$ cat config.mk
export PLATFORM = sky130hd
export DESIGN_NAME = mdu_hilo
export DESIGN_NICKNAME = d
export VERILOG_FILES = /design/src/rtl/mdu_pkg.sv /design/src/rtl/mdu_mul.sv /design/src/rtl/mdu_div.sv /design/src/rtl/mdu_hilo.sv
export SDC_FILE = /design/constraint.sdc
export NUM_CORES = 2
export LEC_CHECK = 0
export BUFFER_PORTS_ARGS = -buffer_cell sky130_fd_sc_hd__buf_2
export CAP_MARGIN = 20
export CORE_AREA = 2 2 340 308
export DETAILED_ROUTE_END_ITERATION = 7
export DIE_AREA = 0 0 342 310
export GPL_TIMING_DRIVEN = 0
export PLACE_DENSITY = 0.77
export SETUP_SLACK_MARGIN = 0.02
export SYNTH_ARGS = -nofsm -noshare
export SYNTH_HDL_FRONTEND = slang
export SYNTH_SLANG_ARGS = --single-unit
$ cat constraint.sdc
create_clock -name clk -period 20.9 [get_ports clk]
set_input_delay 2.09 -clock clk [delete_from_list [all_inputs] [get_ports clk]]
set_output_delay 2.09 -clock clk [all_outputs]
set_load 0.005 [all_outputs]
$ cat src/rtl/mdu_pkg.sv
package mdu_pkg;

    typedef enum logic [2:0] {
        OP_MUL_S  = 3'd0,
        OP_MUL_U  = 3'd1,
        OP_MAC_S  = 3'd2,
        OP_MAC_U  = 3'd3,
        OP_DIV_S  = 3'd4,
        OP_DIV_U  = 3'd5,
        OP_RSV_6  = 3'd6,
        OP_RSV_7  = 3'd7
    } mdu_op_e;

    function automatic logic op_is_mul(mdu_op_e op);
        return (op == OP_MUL_S) || (op == OP_MUL_U) ||
               (op == OP_MAC_S) || (op == OP_MAC_U);
    endfunction

    function automatic logic op_is_div(mdu_op_e op);
        return (op == OP_DIV_S) || (op == OP_DIV_U);
    endfunction

    function automatic logic op_is_acc(mdu_op_e op);
        return (op == OP_MAC_S) || (op == OP_MAC_U);
    endfunction

    function automatic logic op_is_signed(mdu_op_e op);
        return (op == OP_MUL_S) || (op == OP_MAC_S) || (op == OP_DIV_S);
    endfunction

endpackage

$ cat src/rtl/mdu_mul.sv
module mdu_mul #(
    parameter int W = 32
) (
    input  logic           is_signed_i,
    input  logic           accumulate_i,
    input  logic [W-1:0]   a_i,
    input  logic [W-1:0]   b_i,
    input  logic [2*W-1:0] acc_i,
    output logic [2*W-1:0] res_o
);
    localparam int PW = 2 * W;

    logic [PW-1:0] a_ext, b_ext, prod, base;

    always_comb begin
        // Extend to the full product width; the low PW bits of the
        // product are then correct for both signed and unsigned operands.
        a_ext = is_signed_i ? {{W{a_i[W-1]}}, a_i} : {{W{1'b0}}, a_i};
        b_ext = is_signed_i ? {{W{b_i[W-1]}}, b_i} : {{W{1'b0}}, b_i};
        prod  = a_ext * b_ext;
        base  = accumulate_i ? acc_i : '0;
        res_o = base + prod;
    end
endmodule

$ cat src/rtl/mdu_div.sv
module mdu_div #(
    parameter int W   = 32,
    parameter int LAT = 35
) (
    input  logic         clk,
    input  logic         rst_n,
    input  logic         start_i,
    input  logic         kill_i,
    input  logic         signed_i,
    input  logic [W-1:0] dividend_i,
    input  logic [W-1:0] divisor_i,
    output logic         busy_o,
    output logic         done_o,
    output logic [W-1:0] quo_o,
    output logic [W-1:0] rem_o
);
    // LAT must be at least W+1: W shift steps, then a wait to the fixed count.
    localparam int CW = $clog2(LAT);
    localparam int SW = $clog2(W + 1);

    typedef struct packed {
        logic          busy;
        logic [CW-1:0] cnt;
        logic [SW-1:0] step;
        logic [W:0]    rem;
        logic [W-1:0]  quo;
        logic [W-1:0]  dvs;
        logic          neg_q;
        logic          neg_r;
    } div_state_t;

    div_state_t st_d, st_q;
    logic [W:0] rem_sh, diff;
    logic       done;

    always_comb begin
        st_d   = st_q;
        rem_sh = {st_q.rem[W-1:0], st_q.quo[W-1]};
        diff   = rem_sh - {1'b0, st_q.dvs};
        done   = st_q.busy && (st_q.cnt == '0);

        if (start_i) begin
            st_d.busy  = 1'b1;
            st_d.cnt   = CW'(LAT - 1);
            st_d.step  = '0;
            st_d.rem   = '0;
            st_d.quo   = (signed_i && dividend_i[W-1]) ? (~dividend_i + 1'b1) : dividend_i;
            st_d.dvs   = (signed_i && divisor_i[W-1])  ? (~divisor_i + 1'b1)  : divisor_i;
            st_d.neg_q = signed_i && (dividend_i[W-1] ^ divisor_i[W-1]);
            st_d.neg_r = signed_i && dividend_i[W-1];
        end else if (kill_i) begin
            st_d.busy = 1'b0;
        end else if (st_q.busy) begin
            if (done) begin
                st_d.busy = 1'b0;
            end else begin
                st_d.cnt = st_q.cnt - 1'b1;
            end
            if (st_q.step < SW'(W)) begin
                st_d.step = st_q.step + 1'b1;
                if (!diff[W]) begin
                    st_d.rem = diff;
                    st_d.quo = {st_q.quo[W-2:0], 1'b1};
                end else begin
                    st_d.rem = rem_sh;
                    st_d.quo = {st_q.quo[W-2:0], 1'b0};
                end
            end
        end
    end

    always_ff @(posedge clk) begin
        if (!rst_n) st_q <= '0;
        else        st_q <= st_d;
    end

    assign busy_o = st_q.busy;
    assign done_o = done;
    assign quo_o  = st_q.neg_q ? (~st_q.quo + 1'b1) : st_q.quo;
    assign rem_o  = st_q.neg_r ? (~st_q.rem[W-1:0] + 1'b1) : st_q.rem[W-1:0];

    assert_cnt_range_R4: assert property (@(posedge clk) disable iff (!rst_n)
        st_q.busy |-> (st_q.cnt <= CW'(LAT - 1)));

    assert_count_down_R5: assert property (@(posedge clk) disable iff (!rst_n)
        (st_q.busy && st_q.cnt != '0 && !start_i && !kill_i)
        |=> (st_q.busy && (st_q.cnt + 1'b1 == $past(st_q.cnt))));

    assert_kill_drops_R7: assert property (@(posedge clk) disable iff (!rst_n)
        (kill_i && !start_i) |=> !st_q.busy);

    assert_start_full_R7: assert property (@(posedge clk) disable iff (!rst_n)
        start_i |=> (st_q.busy && st_q.cnt == CW'(LAT - 1)));
endmodule

$ cat src/rtl/mdu_hilo.sv
module mdu_hilo #(
    parameter int W       = 32,
    parameter int DIV_LAT = 35
) (
    input  logic         clk,
    input  logic         rst_n,
    input  logic         issue_i,
    input  logic [2:0]   op_i,
    input  logic [W-1:0] rs_i,
    input  logic [W-1:0] rt_i,
    input  logic         rd_req_i,
    output logic [W-1:0] hi_o,
    output logic [W-1:0] lo_o,
    output logic         busy_o,
    output logic         stall_o
);
    import mdu_pkg::*;

    typedef struct packed {
        logic [W-1:0] hi;
        logic [W-1:0] lo;
    } hilo_t;

    hilo_t          hl_d, hl_q;
    mdu_op_e        op_e;
    logic           mul_fire, div_fire;
    logic [2*W-1:0] mul_res;
    logic           div_busy, div_done;
    logic [W-1:0]   div_quo, div_rem;

    assign op_e     = mdu_op_e'(op_i);
    assign mul_fire = issue_i && op_is_mul(op_e);
    assign div_fire = issue_i && op_is_div(op_e);

    mdu_mul #(.W(W)) u_mul (
        .is_signed_i  (op_is_signed(op_e)),
        .accumulate_i (op_is_acc(op_e)),
        .a_i          (rs_i),
        .b_i          (rt_i),
        .acc_i        ({hl_q.hi, hl_q.lo}),
        .res_o        (mul_res)
    );

    mdu_div #(.W(W), .LAT(DIV_LAT)) u_div (
        .clk        (clk),
        .rst_n      (rst_n),
        .start_i    (div_fire),
        .kill_i     (mul_fire),
        .signed_i   (op_is_signed(op_e)),
        .dividend_i (rs_i),
        .divisor_i  (rt_i),
        .busy_o     (div_busy),
        .done_o     (div_done),
        .quo_o      (div_quo),
        .rem_o      (div_rem)
    );

    always_comb begin
        hl_d = hl_q;
        if (mul_fire) begin
            {hl_d.hi, hl_d.lo} = mul_res;
        end else if (div_done && !div_fire) begin
            hl_d.hi = div_rem;
            hl_d.lo = div_quo;
        end
    end

    always_ff @(posedge clk) begin
        if (!rst_n) hl_q <= '0;
        else        hl_q <= hl_d;
    end

    assign hi_o    = hl_q.hi;
    assign lo_o    = hl_q.lo;
    assign busy_o  = div_busy;
    assign stall_o = rd_req_i && div_busy;

    assert_umul_next_R2: assert property (@(posedge clk) disable iff (!rst_n)
        (issue_i && op_i == 3'd1)
        |=> ({hi_o, lo_o} == ({{W{1'b0}}, $past(rs_i)} * {{W{1'b0}}, $past(rt_i)})));

    assert_div_sets_busy_R4: assert property (@(posedge clk) disable iff (!rst_n)
        (issue_i && (op_i == 3'd4 || op_i == 3'd5)) |=> busy_o);

    assert_hilo_hold_R5: assert property (@(posedge clk) disable iff (!rst_n)
        (busy_o && !issue_i && !div_done) |=> ($stable(hi_o) && $stable(lo_o) && busy_o));

    assert_rsv_noeffect_R9: assert property (@(posedge clk) disable iff (!rst_n)
        (issue_i && op_i[2:1] == 2'b11 && !busy_o) |=> ($stable(hi_o) && $stable(lo_o) && !busy_o));
endmodule

==> Yosys cells after proc, flatten, opt, wreduce, memory -nomap -nowiden <==
Index checks and enable logic that the tools add are counted.
{ "word_totals": {"regBits": 176, "input_bits": 71, "out_inout_bits": 66, "wordCells": 79} }
{ "op_classes": {"addsub": 8, "mul": 1, "order_cmp": 1, "eq_ne": 7, "n_mux": 17, "bitwise": 8, "reduce_logical": 26} }
{ "ops": {"columns": ["operator", "n"], "rows": [
  ["64-bit two-way mux", 5],
  ["78-bit two-way mux", 2],
  ["32-bit by 1-bit adder with 32-bit output (second input constant)", 4],
  ["32-bit two-way mux", 4],
  ["32-bit NOT", 4],
  ["77-bit two-way mux", 1],
  ["71-bit two-way mux", 1],
  ["65-bit two-way mux", 1],
  ["64-bit adder", 1],
  ["64-bit by 64-bit multiplier with 64-bit output", 1],
  ["33-bit by 32-bit subtractor with 33-bit output", 1],
  ["3-bit AND reduction", 4],
  ["1-bit logical AND", 8],
  ["1-bit logical OR", 7],
  ["6-bit by 1-bit adder with 6-bit output (second input constant)", 1],
  ["3-bit by 2-bit == test with 1-bit output (second input constant)", 2],
  ["3-bit == test (second input constant)", 2],
  ["6-bit logical NOT", 1],
  ["6-bit less-than comparator (second input constant)", 1],
  ["6-bit two-way mux", 1],
  ["2-bit nonzero test", 3],
  ["6-bit by 1-bit subtractor with 6-bit output (second input constant)", 1],
  ["3-bit by 1-bit == test with 1-bit output (second input constant)", 1],
  ["3-bit logical NOT", 1],
  ["other kinds (7)", 10]
]} }

==> Longest topological paths before layout <==
{ "depth": {"depth_word": 7, "ltp_mapped": 36, "mapped_depth_nobuf": 33} }

==> By module <==
From an unflattened synthesis, not the netlist that was laid out.
{ "hier_totals": {"hier_cells": 6825, "area_unflattened_um2": 61765.5} }
{ "by_module_without_submodules": {"columns": ["mod", "n_inst", "cells_per_inst", "area_per_inst_um2", "seq_area_each_um2"], "rows": [
  ["mdu_mul", 1, 5251, 49665.1, 0.0],
  ["mdu_div", 1, 1197, 9077.5, 2222.1],
  ["mdu_hilo", 1, 377, 3022.9, 1281.2]
]} }

==> Worst setup path before layout <==
OpenSTA, ideal clock, no wires.
{ "synth_path": {"kind": "input to register", "from": "input op_i[1]", "to": "register hl_q, in the netlist hi_o[28]", "setup_time_ns": 0.120, "arrival_time_ns": 11.459, "required_time_ns": 20.780, "slack_ns": 9.322, "cell_stages": 29, "n_path_buf": 4, "path_cell_list": "a21oi_1 -> and2_1 -> clkbuf_1 -> clkbuf_1 -> buf_1 -> nand2_1 -> fa_1 -> inv_1 -> fa_1 -> fa_1 -> inv_1 -> fa_1 -> fa_1 -> fa_1 -> inv_1 -> fa_1 -> fa_1 -> fa_1 -> inv_1 -> fa_1 -> inv_1 -> ha_1 -> clkbuf_1 -> nand4_1 -> or4_1 -> a31o_2 -> a211o_1 -> o2111a_1 -> a211o_1"} }
{ "synth_via": {"elab_chain_len": 7, "word_cells_on_any_way": 24, "cone_classes": "add/sub (1); mul (1); eq/ne (5); mux (4); reduce/logical (13)"} }
{ "synth_lines": {"columns": ["item", "line", "source"], "rows": [
  ["start, declared", "mdu_hilo.sv:8", "input logic [2:0] op_i,"],
  ["3-bit by 2-bit == test with 1-bit output or 3-bit logical NOT (tied branches)", null, null],
  ["1-bit logical OR (2 in series)", "mdu_pkg.sv:28", "return (op == OP_MUL_S) || (op == OP_MAC_S) || (op == OP_DIV_S);"],
  ["64-bit two-way mux, on equally long branches", "mdu_mul.sv:18, mdu_mul.sv:19", null],
  ["64-bit by 64-bit multiplier with 64-bit output", "mdu_mul.sv:20", "prod = a_ext * b_ext;"],
  ["64-bit adder", "mdu_mul.sv:22", "res_o = base + prod;"],
  ["64-bit two-way mux", "mdu_hilo.sv:60", "if (mul_fire) begin"],
  ["end signal, assigned", "mdu_hilo.sv:70", "else hl_q <= hl_d;"],
  ["end, declared", "mdu_hilo.sv:24", "hilo_t hl_d, hl_q;"]
]} }
Parallel ways exist; a longest one is shown, timed or not.
A chain may end at the register's enable or synchronous reset.

==> Final worst setup path <==
{ "layout_path": {"from": "input op_i[2]", "to": "register hl_q, in the netlist hi_o[26]"} }
Same word-level chain as after synthesis.

==> reports/metrics.cfg <==
[status]
status=finished, violations left
violations=DRC

[worst_setup_path]
worstSetupStartpointType=input port
critical_path.most_common_cell=fa_1
cp-end-kind=flop
critical_path_class=in -> reg
critPathMaxStageDelay_ps=1020
crit_fanout=10
cp_slowest_cell=clkbuf_1
required_ps=21310
worst_ep_arrival_time_ps=14710

[floorplan]
pin_count=137
core_sq_um=103000
die_area_sq_um=106000
fp.dieH_um=310
num_rows=112
initial_core_util=0.595
die_w_um=342

[clock_network]
cts.clk_slew.worst_paths_ps=70
clock_latency_ps=480
cts_root_buf=clkbuf_16
cts_tree=yes
htreeDepth=4
cts.path.max_buffers=2
ctsResizeCount=0
cts_hold_buf=0
clock-sinks=175
postCtsSetupRepairBufs=0
cts_buffers=17

[grt]
grt_pass1_vias=51800
antenna_found_initial=24
overflow=0
grt_start_max_net_pins=25
grt_pass1_wl_mm=354
gr-usage-all-layers=0.472

[sta]
min_period_over_period=0.684
fmax_mhz=69.9
fin_skew_ps=18.9
tightest_slew_ps=1330
max_slew_margin=0.114
rsz0062_at_grt=no
fin_crit_ps=14300
slew_viol_final=0
fin_tns_setup_ps=0
final_hold_viol_count=0
setup_viol=0

[finish]
drive_above_1_share=0.0278
fin_cells=8433
final.fill_count=9054
syn2layout_area_growth_pct=5.31
fin_nets=8953

[logic_synthesis]
synthesis.instances=6904
syn_area_sq_um=61200
syn_area_per_cell_sq_um=8.86
yosys_warnings=0
synth-edff-count=0
async_flop_share=0
synth_cell_type_count=79
yosys_register_bits=175
yosysSeqAreaShare=0.0573
syn-num-nets=8817
ys.flop_type=dfxtp_1

[routing]
num_vias=51800
routed_via_density=6.15
ant_nets=0
route.detailed.wl_per_inst_um=29.0
drt-total-wl_mm=245
first_pass_iters=8
drtIter0Drc=7772
drc=9

[job]
drv_cap=0

[min_path]
hp-class=reg -> reg

[placed_design]
dp_cells=8381
hpwl_mm=211
gp_congestion=1.12
io_buffers=88

==> cells in the mapped netlist, types with 19 or more instances <==
cell type  number  area share
mux2i_1        29      0.0047
o31ai_1        36      0.0044
fa_1         1483        0.49
buf_1          51      0.0031
o41ai_1        19      0.0027
dfxtp_1       175       0.057
clkbuf_1      330       0.020
nand2_1       975       0.060
xor2_1        118       0.017
a311oi_1       35      0.0050
nor3_1         41      0.0034
inv_1        1657        0.10
a21o_1         40      0.0049
a211oi_1       61      0.0075
and3_1         40      0.0041
ha_1          359       0.073
o211ai_1       31      0.0038
o21ai_0       122       0.010
xnor2_1       144       0.021
a21oi_1       215       0.018
or3_1          21      0.0021
nand3_1        45      0.0037
and2_1        399       0.041
nor2_1        218       0.013
==> through the flow <==
step | cell area (sq um) | utilization | hold WS (ps) | setup WS (ps)
3_3_place_gp | 63300 | 0.616 | 443 | 6210
4_1_cts | 64300 | 0.625 | 463 | 6900
6_report | 64400 | 0.626 | 472 | 6600
5_1_grt | 64400 | 0.626 | 495 | 6420
3_5_place_dp | 63600 | 0.619 | 453 | 6480
2_1_floorplan | 61200 | - | 432 | 9320
==> final timing paths <==
check                  from             end  slack (ps)  cells after the start
min reg2reg  u_div.st_q[33]  u_div.st_q[33]         470                      2
max reg2reg         hi_o[1]        hi_o[26]       13460                     22
max                 op_i[2]        hi_o[26]        6600                     30
min          u_div.st_q[33]  u_div.st_q[33]         470                      2
==> layer usage <==
| metal | global-route usage | wire (um) | up-vias |
|---|---|---|---|
| li1 | - | - | 20800 |
| met1 | 0.621 | 87400 | 25900 |
| met2 | 0.636 | 95900 | 4229 |
| met3 | 0.238 | 45200 | 787 |
| met4 | 0.232 | 15400 | 34 |
| met5 | 0.0453 | 873 | - |
==> kinds of logic after synthesis <==
kind of cell,share of synthesized area
XOR/XNOR,0.0375
AND/OR/NAND/NOR,0.141
flip-flops,0.0573
adder cells (fa/ha/maj),0.559
AO/OA/AOI/OAI,0.0740
multiplexers,0.00493
buffers and inverters,0.126
==> area by class of cell <==
type,count,area [sq um],area share
buffer,390,1500,0.0233
timing repair buffer,117,871,0.0135
tap,1368,1710,0.0266
inverter,1658,6220,0.0966
antenna,13,32.5,0.000505
clock inverter,14,194,0.00301
multi-input combinational,4681,50000,0.776
sequential,175,3500,0.0544
clock buffer,17,425,0.00660
==> registers in the layout (all words and copies together), names as in the netlist <==
| signal | count |
|---|---|
| u_div.st_q | 77 |
| u_div.busy_o | 1 |
| lo_o | 32 |
| hi_o | 32 |
| u_div.rem_sh | 33 |
==> critical path: cells and delay by family <==
kind	cells	cell delay [ps]
buffers and inverters	10	3190
AO/OA/AOI/OAI	5	2280
AND/OR/NAND/NOR	4	1270
adder cells (fa/ha/maj)	11	5860
==> layout by cell type, fill, tap and decap left out, drive strengths merged, types with 8 or more instances in the layout <==
master / netlist / routed
and2: 399 / 399
a31o: 10 / 10
nor4: 13 / 13
o211ai: 31 / 31
o41ai: 19 / 19
ha: 359 / 359
or3: 23 / 23
o21bai: 9 / 9
or4: 22 / 22
o31ai: 38 / 38
buf: 60 / 177
fa: 1483 / 1483
diode: 0 / 13
nand2b: 12 / 12
nand3: 45 / 45
o21ai: 124 / 124
dfxtp: 175 / 175
nand4: 13 / 13
xnor2: 144 / 144
mux2i: 29 / 29
a311oi: 35 / 35
a211oi: 61 / 61
inv: 1657 / 1663
o21a: 12 / 12
nor3: 41 / 41
or2: 10 / 10
a31oi: 12 / 12
nor2: 218 / 218
o22ai: 18 / 18
clkbuf: 330 / 347
nor2b: 16 / 16
a21o: 40 / 40
a21oi: 215 / 215
nand2: 975 / 975
and3: 40 / 40
a221oi: 8 / 8
xor2: 118 / 118
Power is not shown: default switching activity piles up to over one toggle a cycle in this logic, so the estimate is an artifact.
